### src/rtl/pst_pkg.sv
package pst_pkg;

    parameter int TID_W = 4;

    typedef logic [TID_W-1:0] tid_t;
    localparam tid_t TID_NONE = '1;

    typedef struct packed {
        tid_t owner;
        logic ro;
        logic shared;
    } page_rec_t;

    localparam page_rec_t REC_FRESH  = '{owner: TID_NONE, ro: 1'b1, shared: 1'b0};
    localparam page_rec_t REC_SHR_RW = '{owner: TID_NONE, ro: 1'b0, shared: 1'b1};

    typedef enum logic [1:0] {
        RSP_OK    = 2'd0,
        RSP_RETRY = 2'd1,
        RSP_FAULT = 2'd2,
        RSP_WAIT  = 2'd3
    } rsp_code_e;

    typedef enum logic [2:0] {
        PG_UNTOUCHED,
        PG_PRIV_RO,
        PG_PRIV_RW,
        PG_SHR_RO,
        PG_SHR_RW
    } pg_state_e;

    typedef struct packed {
        rsp_code_e code;
        logic      safe;
        logic      wperm;
        logic      upd;
        page_rec_t nrec;
        logic      start;
        logic      bcast;
        tid_t      target;
    } decision_t;

    function automatic pg_state_e classify(input page_rec_t r);
        if (r.shared)
            return r.ro ? PG_SHR_RO : PG_SHR_RW;
        else if (!r.ro)
            return PG_PRIV_RW;
        else if (r.owner == TID_NONE)
            return PG_UNTOUCHED;
        else
            return PG_PRIV_RO;
    endfunction

endpackage

### src/rtl/pst_table.sv
module pst_table
    import pst_pkg::*;
#(
    parameter int NUM_PAGES = 16,
    localparam int PAGE_W = $clog2(NUM_PAGES)
) (
    input  logic              clk,
    input  logic              rst,
    input  logic              clr,
    input  logic [PAGE_W-1:0] rd_page,
    output page_rec_t         rd_rec,
    output logic              rd_busy,
    input  logic              upd_en,
    input  logic              lock_en,
    input  logic [PAGE_W-1:0] upd_page,
    input  page_rec_t         upd_rec,
    input  logic              done_en,
    input  logic [PAGE_W-1:0] done_page
);

    page_rec_t             recs [NUM_PAGES];
    logic [NUM_PAGES-1:0]  busy;

    for (genvar g = 0; g < NUM_PAGES; g++) begin : g_page
        always_ff @(posedge clk) begin
            if (rst || clr) begin
                recs[g] <= REC_FRESH;
                busy[g] <= 1'b0;
            end else if (done_en && done_page == PAGE_W'(g)) begin
                recs[g] <= REC_SHR_RW;
                busy[g] <= 1'b0;
            end else if (upd_page == PAGE_W'(g)) begin
                if (upd_en)
                    recs[g] <= upd_rec;
                if (lock_en)
                    busy[g] <= 1'b1;
            end
        end
    end

    assign rd_rec  = recs[rd_page];
    assign rd_busy = busy[rd_page];

endmodule

### src/rtl/pst_policy.sv
module pst_policy
    import pst_pkg::*;
(
    input  page_rec_t rec,
    input  logic      busy,
    input  tid_t      tid,
    input  logic      wr,
    input  logic      wr_ok,
    input  logic      eng_active,
    output decision_t dec
);

    pg_state_e st;
    logic      is_owner;
    logic      need_inv;
    logic      inv_bc;

    always_comb begin
        st       = classify(rec);
        is_owner = (rec.owner == tid);
        need_inv = 1'b0;
        inv_bc   = 1'b0;
        dec        = '0;
        dec.code   = RSP_RETRY;
        dec.nrec   = rec;
        dec.target = TID_NONE;

        if (busy) begin
            dec.code = RSP_RETRY;
        end else if (wr && !wr_ok) begin
            dec.code = RSP_FAULT;
        end else begin
            dec.code = RSP_OK;
            unique case (st)
                PG_UNTOUCHED: begin
                    dec.upd   = 1'b1;
                    dec.nrec  = '{owner: tid, ro: !wr, shared: 1'b0};
                    dec.safe  = 1'b1;
                    dec.wperm = wr;
                end
                PG_PRIV_RO, PG_PRIV_RW: begin
                    if (is_owner) begin
                        dec.safe = 1'b1;
                        if (wr) begin
                            dec.upd     = 1'b1;
                            dec.nrec.ro = 1'b0;
                            dec.wperm   = 1'b1;
                        end else begin
                            dec.wperm = (st == PG_PRIV_RW) && wr_ok;
                        end
                    end else if (!wr) begin
                        dec.upd  = 1'b1;
                        dec.nrec = '{owner: TID_NONE, ro: 1'b1, shared: 1'b1};
                        dec.safe = 1'b1;
                    end else begin
                        need_inv = 1'b1;
                    end
                end
                PG_SHR_RO: begin
                    if (!wr)
                        dec.safe = 1'b1;
                    else begin
                        need_inv = 1'b1;
                        inv_bc   = 1'b1;
                    end
                end
                default: begin
                    dec.wperm = wr_ok;
                end
            endcase

            if (need_inv) begin
                if (eng_active) begin
                    dec.code = RSP_RETRY;
                end else begin
                    dec.code   = RSP_WAIT;
                    dec.start  = 1'b1;
                    dec.bcast  = inv_bc;
                    dec.target = inv_bc ? TID_NONE : rec.owner;
                end
            end
        end
    end

endmodule

### src/rtl/pst_inval.sv
module pst_inval
    import pst_pkg::*;
#(
    parameter int PAGE_W = 4
) (
    input  logic              clk,
    input  logic              rst,
    input  logic              clr,
    input  logic              start,
    input  logic              start_bcast,
    input  tid_t              start_target,
    input  logic [PAGE_W-1:0] start_page,
    input  tid_t              start_tid,
    input  logic              ack,
    output logic              active,
    output logic              bcast,
    output tid_t              target,
    output logic              done,
    output logic [PAGE_W-1:0] done_page,
    output tid_t              done_tid
);

    always_ff @(posedge clk) begin
        if (rst || clr) begin
            active    <= 1'b0;
            bcast     <= 1'b0;
            target    <= TID_NONE;
            done_page <= '0;
            done_tid  <= TID_NONE;
        end else if (active) begin
            if (ack)
                active <= 1'b0;
        end else if (start) begin
            active    <= 1'b1;
            bcast     <= start_bcast;
            target    <= start_target;
            done_page <= start_page;
            done_tid  <= start_tid;
        end
    end

    assign done = active && ack;

endmodule

### src/rtl/page_share_tracker.sv
module page_share_tracker
    import pst_pkg::*;
#(
    parameter int NUM_PAGES = 16,
    localparam int PAGE_W = $clog2(NUM_PAGES)
) (
    input  logic              clk,
    input  logic              rst,
    input  logic              tbl_clear,
    input  logic              req_valid,
    input  logic [PAGE_W-1:0] req_page,
    input  logic [TID_W-1:0]  req_tid,
    input  logic              req_write,
    input  logic              req_wr_ok,
    output logic              rsp_valid,
    output logic [1:0]        rsp_code,
    output logic              rsp_safe,
    output logic              rsp_wperm,
    output logic              inv_valid,
    output logic              inv_bcast,
    output logic [TID_W-1:0]  inv_target,
    input  logic              inv_ack,
    output logic              cmp_valid,
    output logic [PAGE_W-1:0] cmp_page,
    output logic [TID_W-1:0]  cmp_tid
);

    page_rec_t         cur_rec;
    logic              cur_busy;
    decision_t         dec;
    logic              eng_active;
    logic              eng_done;
    logic [PAGE_W-1:0] eng_page;
    tid_t              eng_tid;
    logic              take;

    assign take = req_valid && !tbl_clear;

    pst_table #(.NUM_PAGES(NUM_PAGES)) u_table (
        .clk       (clk),
        .rst       (rst),
        .clr       (tbl_clear),
        .rd_page   (req_page),
        .rd_rec    (cur_rec),
        .rd_busy   (cur_busy),
        .upd_en    (take && dec.upd),
        .lock_en   (take && dec.start),
        .upd_page  (req_page),
        .upd_rec   (dec.nrec),
        .done_en   (eng_done),
        .done_page (eng_page)
    );

    pst_policy u_policy (
        .rec        (cur_rec),
        .busy       (cur_busy),
        .tid        (req_tid),
        .wr         (req_write),
        .wr_ok      (req_wr_ok),
        .eng_active (eng_active),
        .dec        (dec)
    );

    pst_inval #(.PAGE_W(PAGE_W)) u_inval (
        .clk          (clk),
        .rst          (rst),
        .clr          (tbl_clear),
        .start        (take && dec.start),
        .start_bcast  (dec.bcast),
        .start_target (dec.target),
        .start_page   (req_page),
        .start_tid    (req_tid),
        .ack          (inv_ack),
        .active       (eng_active),
        .bcast        (inv_bcast),
        .target       (inv_target),
        .done         (eng_done),
        .done_page    (eng_page),
        .done_tid     (eng_tid)
    );

    assign inv_valid = eng_active;

    always_ff @(posedge clk) begin
        if (rst) begin
            rsp_valid <= 1'b0;
            rsp_code  <= RSP_OK;
            rsp_safe  <= 1'b0;
            rsp_wperm <= 1'b0;
            cmp_valid <= 1'b0;
            cmp_page  <= '0;
            cmp_tid   <= '0;
        end else begin
            rsp_valid <= req_valid;
            rsp_code  <= !req_valid ? RSP_OK : (tbl_clear ? RSP_RETRY : dec.code);
            rsp_safe  <= take && dec.safe;
            rsp_wperm <= take && dec.wperm;
            cmp_valid <= eng_done && !tbl_clear;
            cmp_page  <= eng_page;
            cmp_tid   <= eng_tid;
        end
    end

endmodule

### config.mk
export PLATFORM = sky130hd
export DESIGN_NAME = page_share_tracker
export DESIGN_NICKNAME = d
export VERILOG_FILES = /design/src/rtl/pst_pkg.sv /design/src/rtl/pst_table.sv /design/src/rtl/pst_policy.sv /design/src/rtl/pst_inval.sv /design/src/rtl/page_share_tracker.sv
export SDC_FILE = /design/constraint.sdc
export NUM_CORES = 1
export LEC_CHECK = 0
export BUFFER_PORTS_ARGS = -buffer_cell sky130_fd_sc_hd__buf_2
export CORE_AREA = 5 5 210 110
export CTS_CLUSTER_SIZE = 16
export DETAILED_ROUTE_END_ITERATION = 8
export DIE_AREA = 0 0 215 115
export REMOVE_ABC_BUFFERS = 1
export SETUP_SLACK_MARGIN = 0.1
export SLEW_MARGIN = 20
export SYNTH_ARGS = -nofsm -noshare
export SYNTH_HDL_FRONTEND = slang
export SYNTH_SLANG_ARGS = --single-unit
### constraint.sdc
create_clock -name clk -period 4.28 [get_ports clk]
set_input_delay 0.428 -clock clk [delete_from_list [all_inputs] [get_ports clk]]
set_output_delay 0.428 -clock clk [all_outputs]
set_load 0.005 [all_outputs]
==> Yosys cells after proc, flatten, opt, wreduce, memory -nomap -nowiden <==
Memories as Yosys holds them, arrays and structs flattened.
Cells that the tools add are included.
{ "classes": {"n_mux": 187, "n_bitwise": 34, "order_cmp": 1, "eq_ne": 35, "n_reduce_logical": 68} }
{ "ops": {"columns": ["cell", "n"], "rows": [
  ["6-bit 2-to-1 mux", 34],
  ["1-bit 2-to-1 mux", 137],
  ["4-bit equality test (second input constant)", 17],
  ["2-bit OR reduction", 18],
  ["2-bit AND reduction", 17],
  ["4-bit by 3-bit equality test with 1-bit output (second input constant)", 8],
  ["1-bit bitwise OR", 32],
  ["15-bit 2-to-1 mux", 2],
  ["1-bit logical AND", 25],
  ["4-bit by 2-bit equality test with 1-bit output (second input constant)", 4],
  ["7-bit one-hot mux with 2 select lines", 1],
  ["3-bit 2-to-1 mux", 3],
  ["4-bit by 1-bit equality test with 1-bit output (second input constant)", 2],
  ["4-bit zero test", 2],
  ["4-bit 2-to-1 mux", 2],
  ["7-bit 2-to-1 mux", 1],
  ["3-bit by 2-bit equality test with 1-bit output (second input constant)", 2],
  ["2-bit 2-to-1 mux", 3],
  ["1-bit one-hot mux with 3 select lines", 2],
  ["4-bit by 5-bit less-than comparator with 1-bit output (second input constant)", 1],
  ["1-bit binary-select mux with 4-bit select", 1],
  ["4-bit equality test", 1],
  ["4-bit OR reduction", 1],
  ["3-bit by 1-bit equality test with 1-bit output (second input constant)", 1],
  ["other kinds (5)", 8]
]} }
{ "word_totals": {"mem_bits_rw": 96, "n_memories": 1, "ff_bits": 44, "elab_cells": 355, "output_inout_bits": 20, "input_bits": 15} }
{ "memory_table": {"columns": ["memory", "words", "width", "rd", "rd_ports_with_merged_regs", "write_ports", "line", "rtl"], "rows": [
  ["u_table.recs", 16, 6, 1, 0, 16, "pst_table.sv:21", "page_rec_t recs [NUM_PAGES];"]
]} }

==> Logic depth before layout (Yosys ltp) <==
An unclocked memory read counts as a cell.
{ "depth": {"depth_word": 21, "ltp_mapped": 16, "ltp_nobuf": 12} }

==> By module <==
From an unflattened synthesis, not the netlist that was laid out.
{ "unflattened": {"cells_unflattened": 669, "hier_area_um2": 7335.8} }
{ "modules_own_cells": {"columns": ["module", "instances", "area_per_inst_um2", "cells_per_inst"], "rows": [
  ["pst_table", 1, 5811.8, 494],
  ["pst_policy", 1, 561.8, 78],
  ["pst_inval", 1, 525.5, 63],
  ["page_share_tracker", 1, 436.7, 34]
]} }

==> Least setup slack after synthesis <==
Ideal clock, no wire load.
{ "synth_timing": {"path_kind": "input -> register", "startpoint": "in req_page[0]", "endpoint": "mem u_table.recs[11][0] in the netlist's numbering (enable)", "setup_slack_ns": 0.198, "required_time_ns": 3.900, "n_path_buf": 5, "arrival_time_ns": 3.702, "path_stages": 14, "setup_ns": 0.380, "path_cell_list": "buf_2 > buf_2 > mux4_2 > a22oi_1 > nand2_1 > inv_1 > ha_1 > buf_1 > clkinv_1 > maj3_1 > clkbuf_1 > nand2_1 > buf_2 > o31ai_1"} }
{ "synth_rtl": {"columns": ["element", "line", "rtl"], "rows": [
  ["start, declared", "page_share_tracker.sv:11", "input logic [PAGE_W-1:0] req_page,"],
  ["end, declared", "pst_table.sv:21", null]
]} }

==> impl_metrics.env <==
export IMPL_synth_fa_ha_area_frac=0.00497
export IMPL_syn2layout_area_growth_pct=18.6
export IMPL_clk_pin_slew_ns=0.06
export IMPL_syn_area_per_cell_sq_um=11.6
export IMPL_drt_wl_total_microns=21700
export IMPL_n_antenna_cell=0
export IMPL_cts_resized=0
export IMPL_postCtsSetupBuffers=0
export IMPL_grt_usage=0.176
export IMPL_synthFlopType="edfxtp_1"
export IMPL_use_met2=0.214
export IMPL_final_common_cell="edfxtp_1"
export IMPL_worst_pin_slew_ns=1.05
export IMPL_synth_top_family_by_area="simple AND/OR/NAND/NOR gates"
export IMPL_grt_max_degree=38
export IMPL_drtAntennaViolNets=0
export IMPL_maxSlewViolCount=0
export IMPL_dpl_cell_count=929
export IMPL_syn_area_sq_um=7050
export IMPL_cts_root_buf="clkbuf_16"
export IMPL_worst_setup_path_start_kind="input port"
export IMPL_holdWs_ns=0.352
export IMPL_grt_busiest_layer="met1"
export IMPL_p_leak_nw=2.86
export IMPL_ys_seq_elements=140
export IMPL_grt_ovfl_total=0
export IMPL_fin_tns_setup_ns=0
export IMPL_finalNetCount=685
export IMPL_wl_per_cell_microns=22.6
export IMPL_finClkSkew_ns=0.0132
export IMPL_instances_no_fill=961
export IMPL_peakVddDrop_mv=0.235
export IMPL_fp_dieW_microns=215
export IMPL_path_common_cell="nand2_1"
export IMPL_ios=35
export IMPL_rows=38
export IMPL_clkSinkCount=140
export IMPL_cts_max_path_buffers=2
export IMPL_crit_type="in -> reg"
export IMPL_synth_mux_area_frac=0.124
export IMPL_postSynthCellCount=610
export IMPL_die_h_microns=115
export IMPL_fin_ws_ns=0.429
export IMPL_timing_fmax_mhz=260
export IMPL_drtIter0Drc=787
export IMPL_seq_area_frac_synth=0.534
export IMPL_synth_cell_types=61
export IMPL_fillers=1974
export IMPL_final_cell_mix="edfxtp_1 (96), nand2_1 (95), buf_4 (47)"
export IMPL_pre_cts_ws_ns=0.102
export IMPL_crit_slowest_cell="nor2b_1"
export IMPL_grt_pass1_wl_microns=32600
export IMPL_core_area_sq_um=21200
export IMPL_drive_above_1_share=0.251
export IMPL_cts_tree="built"
export IMPL_fin_crit_sh=0.900
export IMPL_relSlewSlack=0.295
export IMPL_met3_usage=0.0845
export IMPL_place_congestion=1.02
export IMPL_final_area_sq_um=8360
export IMPL_postSynth_asyncResetShare=0
export IMPL_critPathMaxFanout=26
export IMPL_synth_simple_area_share=0.165
export IMPL_crit_chain="buf_2 -> nor2b_1 -> a22oi_1 -> nand2_1 -> inv_1 -> ha_1 -> nand2b_1 -> nor4b_2 -> buf_12 -> nand2_1 -> o21ai_0 -> buf_4"
export IMPL_die_area_sq_um=24700
export IMPL_ctsHoldBuffers=0
export IMPL_crit_path_end_kind="flip-flop"
export IMPL_setup_violations=0
export IMPL_yosys_warnings=0
export IMPL_rsz0062_at_grt="false"
export IMPL_outcome="complete, no violations"
export IMPL_htree_levels=4
export IMPL_cts_buffers_inserted=17
export IMPL_post_drt_via_cell_ratio=5.66
export IMPL_hp_class="in -> reg"
export IMPL_insertion_delay_ns=0.43
export IMPL_io_buffers=34
export IMPL_synth_edff_count=96
export IMPL_postPlaceCellArea_sq_um=7780
export IMPL_synth_compound_area_frac=0.123
export IMPL_cp_required_ns=4.41
export IMPL_powerDensity_nw_per_um2=397
export IMPL_hpwlAfterDp_microns=16600
export IMPL_initial_core_util=0.333
export IMPL_vias=5442
export IMPL_crit_path_max_incr_delay_ns=0.59
export IMPL_drc=0
export IMPL_min_period_ns=3.85
export IMPL_grt_pass1_vias=5243
export IMPL_dr_pass1_iters=5
export IMPL_synthXorXnorAreaFrac=0.00728
export IMPL_antenna_found_initial=0
export IMPL_hold_viol_final=0
export IMPL_max_cap_violations=0
export IMPL_use_met1=0.276
export IMPL_cp_arrival_ns=3.98
==> cells in the mapped netlist (3+ instances only) <==
master,count,area share
nor3_2,4,0.0057
a21o_1,13,0.014
buf_6,3,0.0048
nor2_1,35,0.019
edfxtp_1,96,0.41
a211o_1,4,0.0050
inv_1,4,0.0021
or3_1,5,0.0044
nand3_1,6,0.0043
a22o_1,17,0.021
clkinv_1,3,0.0016
o22ai_1,3,0.0027
nand2b_1,10,0.0089
xnor2_1,4,0.0050
a31oi_2,4,0.0071
mux4_2,26,0.083
mux2i_1,22,0.031
nor3_1,7,0.0050
dfxtp_1,44,0.12
and3_1,30,0.027
and3b_1,3,0.0037
buf_4,6,0.0064
a22oi_1,6,0.0064
nor3b_1,4,0.0043
buf_2,16,0.011
o31ai_1,4,0.0043
nand2_1,95,0.051
mux2_2,6,0.0096
and2_1,4,0.0036
clkbuf_1,16,0.0085
a21oi_1,25,0.018
or2_2,3,0.0027
a31oi_1,10,0.0089
nor2b_1,14,0.012
buf_1,4,0.0021
o31a_1,5,0.0062
o21ai_0,17,0.012
==> where the power goes <==
| group | switching (mW) | leakage, nW | internal (mW) |
|---|---|---|---|
| combinational | 0.259 | 1.46 | 0.144 |
| sequential | 0.00614 | 1.13 | 1.45 |
| clock | 0.628 | 0.267 | 0.830 |
==> cells by family (layout without fill, tap and decap cells) <==
family	count (synthesis)	count (layout)
buffers and inverters	55	126
xor gates and xnor gates	5	5
adders and majority gates	3	3
and+or+nand+nor	233	233
muxes	54	54
AOI/OAI and AO/OA	120	120
DFF	140	140
==> path summary, 6_finish.rpt <==
kind	startpoint	end	slack [ns]	cells after the start
worst min-delay path	rst	cmp_page[1]	0.35	2
worst max-delay path	req_page[2]	u_table.recs[12][4]	0.43	12
worst max register to register	u_table.recs[5][0]	u_table.recs[12][4]	0.62	9
worst min register to register	u_inval.done_tid[1]	u_inval.done_tid[1]	0.46	1
==> worst max-delay path: cells and delay by family <==
kind	cells	cell delay, ns
AO/OA/AOI/OAI	2	0.51
adder cells (fa/ha/maj)	1	0.28
buffers and inverters	4	1.08
AND/OR/NAND/NOR	5	1.63
==> layer usage <==
layer / wire, microns / vias up / part of all wire
li1: - / 2396 / -
met3: 3290 / 28 / 0.15
met1: 10500 / 2661 / 0.48
met5: 0 / - / 0
met2: 7760 / 357 / 0.36
met4: 188 / 0 / 0.0086
==> flip-flops by register name, summed over array words and instances, names as in the netlist <==
signal	cells
u_inval.done_tid	4
u_inval.done_page	4
u_table.recs	96
cmp_tid	4
rsp_wperm	1
cmp_page	4
u_table.busy	16
u_inval.target	4
rsp_safe	1
rsp_valid	1
rsp_code	2
u_inval.active	1
cmp_valid	1
u_inval.bcast	1
==> area by class of cell <==
class	count	area, sq um	area share
Clock buffer	19	443	0.0530
Clock inverter	13	134	0.0160
Inverter	7	26.3	0.00314
Multi-Input combinational cell	415	3000	0.359
Sequential cell	140	3760	0.450
Tap cell	280	350	0.0419
Timing Repair Buffer	87	643	0.0770
==> metrics by stage <==
stage          utilization  total power [mW]
2_1_floorplan            -              1.69
3_3_place_gp         0.368              1.87
6_report             0.395              3.32
4_1_cts              0.395              3.32
3_5_place_dp         0.368              1.88
5_1_grt              0.395              3.42
(Power assumes the default switching activity.)
